## src/rtl/dmc_pkg.sv

```systemverilog
package dmc_pkg;
    typedef enum logic [1:0] {
        ST_IDLE  = 2'd0,
        ST_FILL  = 2'd1,
        ST_STORE = 2'd2,
        ST_RESP  = 2'd3
    } dmc_state_e;
endpackage

```

## src/rtl/dmc_line_store.sv

```systemverilog
module dmc_line_store #(
    parameter int IDX_W  = 3,
    parameter int TAG_W  = 5,
    parameter int DATA_W = 8
) (
    input  logic              clk,
    input  logic              rst_n,
    input  logic [IDX_W-1:0]  lk_idx,
    output logic              lk_valid,
    output logic [TAG_W-1:0]  lk_tag,
    output logic [DATA_W-1:0] lk_data,
    input  logic              fill_en,
    input  logic [IDX_W-1:0]  fill_idx,
    input  logic [TAG_W-1:0]  fill_tag,
    input  logic [DATA_W-1:0] fill_data
);
    localparam int LINES = 1 << IDX_W;

    logic [LINES-1:0]  valid_d, valid_q;
    logic [TAG_W-1:0]  tag_q  [LINES];
    logic [DATA_W-1:0] data_q [LINES];

    always_comb begin
        valid_d = valid_q;
        if (fill_en) valid_d[fill_idx] = 1'b1;
    end

    always_ff @(posedge clk) begin
        if (!rst_n) valid_q <= '0;
        else        valid_q <= valid_d;
    end

    // Tag and data carry no reset; the valid flag guards them.
    for (genvar g = 0; g < LINES; g++) begin : g_line
        always_ff @(posedge clk) begin
            if (fill_en && (fill_idx == IDX_W'(g))) begin
                tag_q[g]  <= fill_tag;
                data_q[g] <= fill_data;
            end
        end
    end

    assign lk_valid = valid_q[lk_idx];
    assign lk_tag   = tag_q[lk_idx];
    assign lk_data  = data_q[lk_idx];
endmodule

```

## src/rtl/dmc_ctrl.sv

```systemverilog
module dmc_ctrl
    import dmc_pkg::*;
#(
    parameter int ADDR_W = 8,
    parameter int DATA_W = 8,
    parameter int IDX_W  = 3
) (
    input  logic                    clk,
    input  logic                    rst_n,
    input  logic                    cpu_req,
    input  logic                    cpu_we,
    input  logic [ADDR_W-1:0]       cpu_addr,
    input  logic [DATA_W-1:0]       cpu_wdata,
    output logic                    cpu_ready,
    output logic                    cpu_done,
    output logic [DATA_W-1:0]       cpu_rdata,
    output logic                    mem_req,
    output logic                    mem_we,
    output logic [ADDR_W-1:0]       mem_addr,
    output logic [DATA_W-1:0]       mem_wdata,
    input  logic                    mem_ready,
    input  logic [DATA_W-1:0]       mem_rdata,
    output logic [IDX_W-1:0]        lk_idx,
    input  logic                    lk_valid,
    input  logic [ADDR_W-IDX_W-1:0] lk_tag,
    input  logic [DATA_W-1:0]       lk_data,
    output logic                    fill_en,
    output logic [IDX_W-1:0]        fill_idx,
    output logic [ADDR_W-IDX_W-1:0] fill_tag,
    output logic [DATA_W-1:0]       fill_data,
    output logic                    hit_evt,
    output logic                    miss_evt
);
    localparam int TAG_W = ADDR_W - IDX_W;

    typedef struct packed {
        dmc_state_e        st;
        logic [ADDR_W-1:0] addr;
        logic [DATA_W-1:0] wdata;
        logic [DATA_W-1:0] rdata;
    } ctrl_t;

    ctrl_t s_d, s_q;
    logic  accept;
    logic  tag_eq;

    assign lk_idx = cpu_addr[IDX_W-1:0];
    assign tag_eq = (lk_tag == cpu_addr[ADDR_W-1:IDX_W]);

    always_comb begin
        s_d      = s_q;
        accept   = 1'b0;
        hit_evt  = 1'b0;
        miss_evt = 1'b0;
        fill_en  = 1'b0;
        case (s_q.st)
            ST_IDLE: begin
                if (cpu_req) begin
                    accept    = 1'b1;
                    s_d.addr  = cpu_addr;
                    s_d.wdata = cpu_wdata;
                    if (cpu_we) begin
                        s_d.st = ST_STORE;
                    end else if (lk_valid && tag_eq) begin
                        hit_evt   = 1'b1;
                        s_d.rdata = lk_data;
                        s_d.st    = ST_RESP;
                    end else begin
                        miss_evt = 1'b1;
                        s_d.st   = ST_FILL;
                    end
                end
            end
            ST_FILL: begin
                if (mem_ready) begin
                    fill_en   = 1'b1;
                    s_d.rdata = mem_rdata;
                    s_d.st    = ST_RESP;
                end
            end
            ST_STORE: begin
                if (mem_ready) begin
                    fill_en = 1'b1;
                    s_d.st  = ST_RESP;
                end
            end
            default: s_d.st = ST_IDLE;
        endcase
    end

    always_ff @(posedge clk) begin
        if (!rst_n) begin
            s_q.st    <= ST_IDLE;
            s_q.addr  <= '0;
            s_q.wdata <= '0;
            s_q.rdata <= '0;
        end else begin
            s_q <= s_d;
        end
    end

    assign cpu_ready = (s_q.st == ST_IDLE);
    assign cpu_done  = (s_q.st == ST_RESP);
    assign cpu_rdata = s_q.rdata;
    assign mem_req   = (s_q.st == ST_FILL) || (s_q.st == ST_STORE);
    assign mem_we    = (s_q.st == ST_STORE);
    assign mem_addr  = s_q.addr;
    assign mem_wdata = s_q.wdata;
    assign fill_idx  = s_q.addr[IDX_W-1:0];
    assign fill_tag  = s_q.addr[ADDR_W-1:IDX_W];
    assign fill_data = (s_q.st == ST_FILL) ? mem_rdata : s_q.wdata;

    logic unused_accept;
    assign unused_accept = accept & (TAG_W > 0);
endmodule

```

## src/rtl/dmc_event_count.sv

```systemverilog
module dmc_event_count #(
    parameter int CNT_W = 16,
    parameter int NUM   = 2
) (
    input  logic                 clk,
    input  logic                 rst_n,
    input  logic [NUM-1:0]       evt,
    output logic [NUM*CNT_W-1:0] cnt
);
    for (genvar g = 0; g < NUM; g++) begin : g_cnt
        logic [CNT_W-1:0] c_d, c_q;
        always_comb c_d = evt[g] ? c_q + CNT_W'(1) : c_q;
        always_ff @(posedge clk) begin
            if (!rst_n) c_q <= '0;
            else        c_q <= c_d;
        end
        assign cnt[g*CNT_W +: CNT_W] = c_q;
    end
endmodule

```

## src/rtl/dmc_cache.sv

```systemverilog
module dmc_cache #(
    parameter int ADDR_W = 8,
    parameter int DATA_W = 8,
    parameter int IDX_W  = 3,
    parameter int CNT_W  = 16
) (
    input  logic              clk,
    input  logic              rst_n,
    input  logic              cpu_req,
    input  logic              cpu_we,
    input  logic [ADDR_W-1:0] cpu_addr,
    input  logic [DATA_W-1:0] cpu_wdata,
    output logic              cpu_ready,
    output logic              cpu_done,
    output logic [DATA_W-1:0] cpu_rdata,
    output logic              mem_req,
    output logic              mem_we,
    output logic [ADDR_W-1:0] mem_addr,
    output logic [DATA_W-1:0] mem_wdata,
    input  logic              mem_ready,
    input  logic [DATA_W-1:0] mem_rdata,
    output logic [CNT_W-1:0]  hit_count,
    output logic [CNT_W-1:0]  miss_count
);
    localparam int TAG_W = ADDR_W - IDX_W;

    logic [IDX_W-1:0]   lk_idx, fill_idx;
    logic               lk_valid, fill_en;
    logic [TAG_W-1:0]   lk_tag, fill_tag;
    logic [DATA_W-1:0]  lk_data, fill_data;
    logic               hit_evt, miss_evt;
    logic [2*CNT_W-1:0] counts;

    dmc_line_store #(.IDX_W(IDX_W), .TAG_W(TAG_W), .DATA_W(DATA_W)) u_lines (
        .clk(clk), .rst_n(rst_n),
        .lk_idx(lk_idx), .lk_valid(lk_valid), .lk_tag(lk_tag), .lk_data(lk_data),
        .fill_en(fill_en), .fill_idx(fill_idx), .fill_tag(fill_tag), .fill_data(fill_data)
    );

    dmc_ctrl #(.ADDR_W(ADDR_W), .DATA_W(DATA_W), .IDX_W(IDX_W)) u_ctrl (
        .clk(clk), .rst_n(rst_n),
        .cpu_req(cpu_req), .cpu_we(cpu_we), .cpu_addr(cpu_addr), .cpu_wdata(cpu_wdata),
        .cpu_ready(cpu_ready), .cpu_done(cpu_done), .cpu_rdata(cpu_rdata),
        .mem_req(mem_req), .mem_we(mem_we), .mem_addr(mem_addr), .mem_wdata(mem_wdata),
        .mem_ready(mem_ready), .mem_rdata(mem_rdata),
        .lk_idx(lk_idx), .lk_valid(lk_valid), .lk_tag(lk_tag), .lk_data(lk_data),
        .fill_en(fill_en), .fill_idx(fill_idx), .fill_tag(fill_tag), .fill_data(fill_data),
        .hit_evt(hit_evt), .miss_evt(miss_evt)
    );

    dmc_event_count #(.CNT_W(CNT_W), .NUM(2)) u_stat (
        .clk(clk), .rst_n(rst_n),
        .evt({miss_evt, hit_evt}),
        .cnt(counts)
    );

    assign hit_count  = counts[CNT_W-1:0];
    assign miss_count = counts[2*CNT_W-1:CNT_W];
endmodule

```

## config.mk

```make
export PLATFORM = sky130hd
export DESIGN_NAME = dmc_cache
export DESIGN_NICKNAME = d
export VERILOG_FILES = /design/src/rtl/dmc_pkg.sv /design/src/rtl/dmc_line_store.sv /design/src/rtl/dmc_ctrl.sv /design/src/rtl/dmc_event_count.sv /design/src/rtl/dmc_cache.sv
export SDC_FILE = /design/constraint.sdc
export NUM_CORES = 1
export LEC_CHECK = 0
export CAP_MARGIN = 15
export CORE_MARGIN = 10
export CORE_UTILIZATION = 58
export CTS_BUF_LIST = sky130_fd_sc_hd__clkbuf_2 sky130_fd_sc_hd__clkbuf_4 sky130_fd_sc_hd__clkbuf_8
export CTS_CLUSTER_DIAMETER = 30
export DETAILED_ROUTE_END_ITERATION = 12
export PLACE_DENSITY_LB_ADDON = 0.1
export SLEW_MARGIN = 20
export SYNTH_ARGS = -nofsm -noshare
export SYNTH_HDL_FRONTEND = slang
export SYNTH_SLANG_ARGS = --single-unit
```

## constraint.sdc

```tcl
create_clock -name clk -period 2.7 [get_ports clk]
set_input_delay 0.27 -clock clk [delete_from_list [all_inputs] [get_ports clk]]
set_output_delay 0.27 -clock clk [all_outputs]
set_load 0.05 [all_outputs]
```

======== Yosys cells after proc, flatten, opt, wreduce, memory -nomap -nowiden ========
Memory sizes are Yosys's and may differ from the RTL's.
Index checks and enable logic that the tools add are counted.
storage, ports and cells
  register bits after elaboration ......... 66
  bits in writable memories ............... 104
  word-level logic and storage cells ...... 145
  memories kept ........................... 2
operators by class
  $add $sub $neg .......................... 2
  $lt $le $gt $ge ......................... 3
  eq/ne operators ......................... 16
  mux-type cells .......................... 82
  bitwise operators ....................... 1
  reductions and logical operators ........ 32
memory list
  memory          depth  bits a word  rd ports  clocked after memory_dff  write ports  RTL line              text
  u_lines.data_q  8      8            1         0                         1            dmc_line_store.sv:21  logic [DATA_W-1:0] data_q [LINES];
  u_lines.tag_q   8      5            1         0                         1            dmc_line_store.sv:20  logic [TAG_W-1:0] tag_q [LINES];
operator list
  operator               count
  $mux 8                 11
  $reduce_or 8->1        7
  $mux 1                 42
  $mux 3                 14
  $mux 5                 7
  $reduce_or 5->1        7
  $add 16x1->16 const B  2
  $mux 26                1
  $pmux 8 s2             1
  $eq 3x3->1 const B     4
  $logic_and 1x1->1      10
  $lt 3x4->1 const B     2
  $or 8x8->8             1
  $eq 3x2->1 const B     2
  $mux 2                 3
  $ne 2x2->1 const B     3
  $eq 5x5->1             1
  $reduce_and 5->1       1
  $eq 2x2->1 const B     2
  $ne 2x1->1 const B     2
  $pmux 2 s2             1
  $reduce_and 2->1       2
  $bmux 1 s3             1
  $demux 1 s3            1
  other kinds (8)        8

======== Depth between registers and ports, before layout ========
Gate-level depths: netlist (run 1).
  depth after elaboration ................. 14
  depth in mapped cells ................... 10
  depth with buffers taken out ............ 8

======== By module ========
A second synthesis (run 1) with hierarchy kept.
second synthesis, totals
  cells, all modules ...................... 530
  area, all modules ....................... 7378.3 sq um
by module, submodules not included
  module           times used  cells each  area an instance (sq um)  seq. area each (sq um)
  dmc_line_store   1           178         4360.4                    3283.1
  dmc_ctrl         1           187         1557.7                    520.5
  dmc_event_count  1           165         1460.2                    640.6

======== Worst setup path before layout (run 1) ========
OpenSTA, ideal clock, no wires.
  kind .................................... reg2reg
  start ................................... reg u_ctrl.s_q[24] (netlist bit)
  end ..................................... reg u_stat.g_cnt[0].c_q[7]
  setup time .............................. 0.135 ns
  arrival time ............................ 2.579 ns
  data required time ...................... 2.565 ns
  setup slack ............................. -0.014 ns
  cell stages (with the launch flop) ...... 10
  cell sequence ........................... dfxtp_1 > inv_1 > ha_1 > and2_1 > clkbuf_1 > nand2b_1 > or4_4 > clkbuf_1 > o311ai_0 > o41ai_1
on the way
  word-level cells in the longest chain between the ends .. 2
RTL lines
  item                  RTL line               text
  start, declared       dmc_ctrl.sv:43         ctrl_t s_d, s_q;
  $logic_not 2->1       -
  net cpu_ready         dmc_cache.sv:13        output logic cpu_ready,
  $mux 1                dmc_ctrl.sv:56         case (s_q.st)
  end signal, assigned  dmc_event_count.sv:14  if (!rst_n) c_q <= '0;
  end signal, assigned  dmc_event_count.sv:15  else c_q <= c_d;
  end, declared         dmc_event_count.sv:11  logic [CNT_W-1:0] c_d, c_q;
The timed path passes the listed nets, and every way through them passes these cells.
A chain may end at the register's enable or synchronous reset.

======== Final worst setup path (run 1) ========
  start ................................... reg u_ctrl.s_q[24] (netlist bit)
  end ..................................... out mem_req
on the way
  word-level cells in the longest chain between the ends .. 2
  elaborated cells on any way between the ends .. 3
  classes of those cells .................. eq/ne: 2; reduce/logical: 1
RTL lines
  item                                      RTL line         text
  $eq 2x1->1 or $eq 2x2->1 (tied branches)  dmc_ctrl.sv:105  assign mem_req = (s_q.st == ST_FILL) || (s_q.st == ST_STORE);
  $logic_or 1x1->1 *                        dmc_ctrl.sv:105
  end, declared                             dmc_cache.sv:16  output logic mem_req,
Every way passes the cells marked *; elsewhere a longest branch is shown, timed or not.

==> impl_metrics.ini, run 1 <==
[outcome]
status = finished, final reports clean

[synth]
syn_inst = 599
synth_mux_area_share_pct = 15.0
yosysWarnings = 0
synth_compound_area_share_pct = 7.26
syn_area_um2 = 7540
synth_top_area_cell = edfxtp_1
synth_flop_cell = edfxtp_1
syn_area_per_cell_um2 = 12.6
synth_seq_cells = 170
synth_top_family_by_area = multiplexers
async_flop_share_pct = 0
synth_nets = 634
ys_seq_area_share_pct = 58.9
synth-xor-area-share_pct = 0.581
synth_fa_ha_area_share_pct = 0.995
synth_cell_types = 44
synth-edff-count = 104
ys_top_cells_by_area = edfxtp_1 (41%), dfxtp_1 (18%), mux2i_1 (8.0%)
synth.top_cell.area_share_pct = 41.4
synth-simple-area-share_pct = 11.8

[clocking]
h-tree-depth = 4
insertion_delay_ps = 460
clock_path_buffers = 2
cts_tree = built
clk_pin_slew_ps = 90
cts-resized-gates = 0
cts_buffers = 17
postCtsSetupBuffers = 0
cts_root_buf = clkbuf_8
hold_buffers = 0
cts.sinks = 170

[layout]
final_cell_area_um2 = 9100
drive_gt1_share_pct = 15.0
nets = 728
antenna_cells = 0
area_delta_synth_final_pct = 20.7

[placed_design]
place.detailed.hpwl_mm = 12.1
placed_area_um2 = 8670
gp_congestion = 0.793
portBuffers = 88

[worst_setup_path]
r2r_cells = 7
rr_endpoint = u_stat.g_cnt[0].c_q[5]
crit_path_cell_trace = inv_1, ha_2, clkdlybuf4s50_1
start_kind = flip-flop
required_ps = 2430
cp-end-kind = output pin
slowest_stage = clkdlybuf4s50_1
cp_top_family = buffers and inverters
critPathMaxStageDelay_ps = 830
crit_start = u_ctrl.s_q[24]
criticalPathCategory = reg2out
worstReg2RegStart = u_lines.tag_q[7][2]
cp_num_buf_inv = 2
crit_fanout = 6
r2r_slack_ps = 410
cp.arrival_ps = 2180

[global_route]
grt_max_degree = 53
grt_pass1_wl_mm = 27.8
antenna_found_initial = 0
grt_overflow = 0
grt_pass1_vias = 5208
grt_use_total_pct = 19.7

[die]
fp.dieW_um = 134
core-area_um2 = 12700
die_h_um = 134
boundaryPins = 89
die_area_um2 = 18000
rows = 41
initial_core_util_pct = 59.5

[routing]
detail_route.wl_per_cell_um = 19.8
final_antenna_net_count = 0
drc = 0
routed_wl_mm = 17.4
vias_per_cell = 5.79
vias = 5086
drt_iter0_markers = 529
dr.pass1.iters = 5

[power_and_ir_drop]
ir_drop_uv = 431
power_density_nw_per_um2 = 717
power_mw = 6.53
p_leak_nw = 3.30

[timing]
setup_violations = 0
slew_headroom_pct = 43.5
drv_slew = 0
rsz0062_at_grt = false
min_period_ps = 2450
fin_crit_sh_pct = 90.7
fmax_mhz = 408
worst_slew_pin_slew_ps = 839
skew_ps = 8.44
hold_viol = 0

[worst_hold_path]
min_to = u_lines.valid_q[1]
hold_path_depth = 2
hp-class = in2reg
hp-start = rst_n

[flow_run]
cap_viol_max_count = 0
layer usage:
metal / global-route usage (%) / routed length (um)
met1: 24.2 / 7350
met2: 33.0 / 8580
met3: 4.93 / 1170
met4: 7.19 / 312
met5: 0 / 0
how the worst max path moves through the flow:
stage,slack (ps),endpoint,cells past startpoint
floorplan,160,u_stat.g_cnt[0].c_q[7],9
global placement,-80,u_stat.g_cnt[0].c_q[15],9
detailed placement,-100,u_stat.g_cnt[0].c_q[15],9
CTS,230,mem_req,3
global route,170,mem_req,3
finish,250,mem_req,3
cells in the final DEF (no fill, tap or decap), types with 2 or more instances in the layout:
master	instances
a211oi_1	4
a21boi_0	17
a21oi_1	9
and3_1	3
and4_1	5
buf_12	5
buf_2	2
buf_4	38
bufinv_16	4
clkbuf_8	17
clkdlybuf4s50_1	86
clkinv_2	3
clkinv_4	2
dfxtp_1	66
edfxtp_1	104
ha_1	5
inv_1	15
inv_6	2
mux2i_1	60
mux4_2	23
nand2_1	93
nand2b_1	31
nand3_1	11
nand3b_1	2
nand4_1	14
nor2_1	13
nor3_1	3
nor3_2	2
o211ai_1	2
o21a_1	8
o21ai_0	20
o311ai_0	6
o31ai_1	2
o41ai_1	6
or4_1	2
xor2_1	4
synthesized netlist by cell type, types with 2 or more instances:
cell	instances
a21boi_0	17
o31ai_1	2
nand2b_1	31
dfxtp_1	66
o21a_1	8
nor2_1	13
o41ai_1	6
nor3_1	5
buf_1	2
a211oi_1	4
and3_1	3
nand2_1	93
o21ai_0	20
nand3b_1	2
buf_6	4
xor2_1	4
clkbuf_1	19
mux2i_1	60
o211ai_1	2
ha_1	6
or4_1	2
inv_1	15
o311ai_0	6
buf_2	5
edfxtp_1	104
nand3_1	11
a21oi_1	9
mux4_2	23
and4_1	5
buf_4	25
nand4_1	14
worst reg2reg max path: cells and delay by family, from the launching register on:
kind	cells	cell delay, ps
AO/OA/AOI/OAI	2	440
multiplexers	2	540
flip-flops	1	330
AND/OR/NAND/NOR	1	540
buffers and inverters	1	170
XOR/XNOR	1	150
metrics by stage:
stage          TNS, ps  hold WS, ps  std cells  setup slack (ps)  util (%)
4_1_cts              0          292        878               228      71.8
2_1_floorplan        0          415        599               159         -
3_5_place_dp      -711          451        846              -103      68.4
6_report             0          304        878               251      71.8
5_1_grt              0          328        878               166      71.8
3_3_place_gp      -215          441        846             -77.2      68.4
area by class of cell:
type                    count  area, um^2
clock inverters            15         198
multi-input cells         358        2700
fillers                   942        3570
inverters                  15        56.3
flip-flops and latches    170        4440
clock buffers              17         234
well taps                 172         215
repair buffers            131        1260
logic make-up after synthesis:
kind of cell	Yosys count
simple gates	184
xor+xnor	5
compound gates	79
fa+ha+maj	6
buf+inv	71
flops	170
mux	84
sequential cells by signal, summed over array words and instances, names as in the netlist:
| name | flops |
|---|---|
| u_ctrl.s_q | 2 |
| u_lines.valid_q | 8 |
| u_lines.data_q | 64 |
| u_stat.g_cnt.c_q | 32 |
| u_lines.tag_q | 40 |
| u_ctrl.cpu_rdata | 8 |
| u_ctrl.mem_wdata | 8 |
| u_ctrl.mem_addr | 8 |
report_power, final:
| group | switching [mW] | internal (mW) |
|---|---|---|
| combinational | 0.955 | 0.489 |
| sequential | 0.109 | 3.04 |
| clock | 0.931 | 1.01 |
| total | 2.00 | 4.53 |
(Power assumes the default switching activity.)
==> inputs of run 2 (changes only) <==
--- a/config.mk
+++ b/config.mk
@@ -12,6 +12,7 @@
 export CTS_CLUSTER_DIAMETER = 30
 export DETAILED_ROUTE_END_ITERATION = 12
 export PLACE_DENSITY_LB_ADDON = 0.1
+export SKIP_LAST_GASP = 1
 export SLEW_MARGIN = 20
 export SYNTH_ARGS = -nofsm -noshare
 export SYNTH_HDL_FRONTEND = slang
==> results of run 2 <==
Final layout, timing and power as in run 1 (identical DEF).
==> inputs of run 3 (changes only) <==
--- a/config.mk
+++ b/config.mk
@@ -7,10 +7,11 @@
 export LEC_CHECK = 0
 export CAP_MARGIN = 15
 export CORE_MARGIN = 10
-export CORE_UTILIZATION = 58
+export CORE_UTILIZATION = 60
 export CTS_BUF_LIST = sky130_fd_sc_hd__clkbuf_2 sky130_fd_sc_hd__clkbuf_4 sky130_fd_sc_hd__clkbuf_8
 export CTS_CLUSTER_DIAMETER = 30
 export DETAILED_ROUTE_END_ITERATION = 12
+export DONT_BUFFER_PORTS = 1
 export PLACE_DENSITY_LB_ADDON = 0.1
 export SKIP_LAST_GASP = 1
 export SLEW_MARGIN = 20
==> impl_metrics.ini, run 3 (synthesis results as in run 1) <==
[placed_design]
place_ws_ps = 333
portBuffers = 0
placed_area_um2 = 7700
gp_congestion = 0.793
place.detailed.hpwl_mm = 10.4

[timing]
slew_headroom_pct = 48.0
setup_violations = 0
worst_slew_pin_slew_ps = 771
hold_viol = 0
setup_slack_ps = 346
min_period_ps = 2350
skew_ps = 11.2
fin_crit_sh_pct = 87.2
drv_slew = 0
fmax_mhz = 425
rsz0062_at_grt = false
tns_ps = 0

[global_route]
antenna_found_initial = 0
grt_overflow = 0
grt_pass1_wl_mm = 25.9
grt_use_total_pct = 18.8
grt_pass1_vias = 4625
grt_max_degree = 101

[routing]
drt_iter0_markers = 448
final_antenna_net_count = 0
vias_per_cell = 5.85
drc = 0
dr.pass1.iters = 5
routed_wl_mm = 16.4
detail_route.wl_per_cell_um = 20.5
vias = 4677

[clocking]
cts-resized-gates = 0
cts_root_buf = clkbuf_8
postCtsSetupBuffers = 0
clock_path_buffers = 2
cts_tree = built
hold_buffers = 18
clk_pin_slew_ps = 80
h-tree-depth = 4
cts.sinks = 170
insertion_delay_ps = 460
cts_buffers = 17

[die]
fp.dieW_um = 132
die_h_um = 132
boundaryPins = 89
die_area_um2 = 17500
initial_core_util_pct = 62.0
rows = 40
core-area_um2 = 12200

[worst_setup_path]
cp-end-kind = flip-flop
crit_path_cell_trace = mux2i_1, mux4_2, xnor2_1, or4_4, or4_1, a21boi_1
slowest_stage = or4_4
cp.arrival_ps = 2740
cp_top_family = simple AND/OR/NAND/NOR gates
critPathMaxStageDelay_ps = 610
start_kind = flip-flop
crit_fanout = 12
criticalPathCategory = reg2reg
required_ps = 3090
cp_num_buf_inv = 0

[layout]
reg_top3 = u_lines.data_q: 64 flops, u_lines.tag_q: 40 flops, u_stat.g_cnt.c_q: 32 flops
antenna_cells = 0
drive_gt1_share_pct = 16.1
nets = 654
layout_common_cells = edfxtp_1 (104), nand2_1 (93), dfxtp_1 (66)
largest-register = u_lines.data_q
area_delta_synth_final_pct = 10.2
final_common_cell = edfxtp_1
largest_reg_flops = 64
final_cell_area_um2 = 8310

[power_and_ir_drop]
p_leak_nw = 3.04
ir_drop_uv = 454
power_density_nw_per_um2 = 746

[worst_hold_path]
hp-class = in2reg

[flow_run]
cap_viol_max_count = 0

[outcome]
status = finished, final reports clean
[run 3: changes by cell type in the layout (fill, tap and decap cells not counted), moves of 2 or more]
cell	delta
buf_12	-5
buf_2	-2
clkinv_4	-2
dlygate4sd3_1	+17
inv_6	-2
clkdlybuf4s50_1	-86
clkbuf_4	+6
[run 3: final cells by class]
class                           count  area, um^2
Sequential cell                   170        4440
Clock buffer                       24         293
Tap cell                          168         210
Clock inverter                      8         120
Inverter                           15        56.3
Fill cell                         922        3850
Timing Repair Buffer               57         490
Multi-Input combinational cell    358        2700
[run 3: path summary, 6_finish.rpt]
check	startpoint	endpoint	slack (ps)	depth (start not counted)
worst max-delay path	u_lines.tag_q[5][2]	u_stat.g_cnt[0].c_q[15]	350	6
worst min register to register	u_lines.valid_q[4]	u_lines.valid_q[4]	470	1
worst max register to register	u_lines.tag_q[5][2]	u_stat.g_cnt[0].c_q[15]	350	6
worst min-delay path	rst_n	u_stat.g_cnt[0].c_q[9]	50	2
[run 3: stage by stage]
step	util [%]	instances	hold WS, ps	power, mW
floorplan	-	599	415	4.15
global placement	63.3	750	406	4.33
detailed placement	63.3	750	410	4.37
CTS	68.4	800	3.41	6.25
global route	68.4	800	22.0	6.47
finish	68.4	800	46.2	6.20
[run 3: routing by layer]
metal | part of all wire (%) | up-vias | GRT usage (%)
met2 | 48 | 161 | 30.1
li1 | - | 2220 | -
met5 | 0 | - | 0
met1 | 41 | 2269 | 23.8
met3 | 8.6 | 27 | 5.26
met4 | 2.0 | 0 | 6.98
[run 3: where the power goes]
part           leakage (nW)  switching [mW]  total [mW]  internal, mW
Combinational          1.33           0.730        1.06         0.333
Clock                 0.211           0.862        1.86         0.996
Sequential             1.49           0.245        3.28          3.04
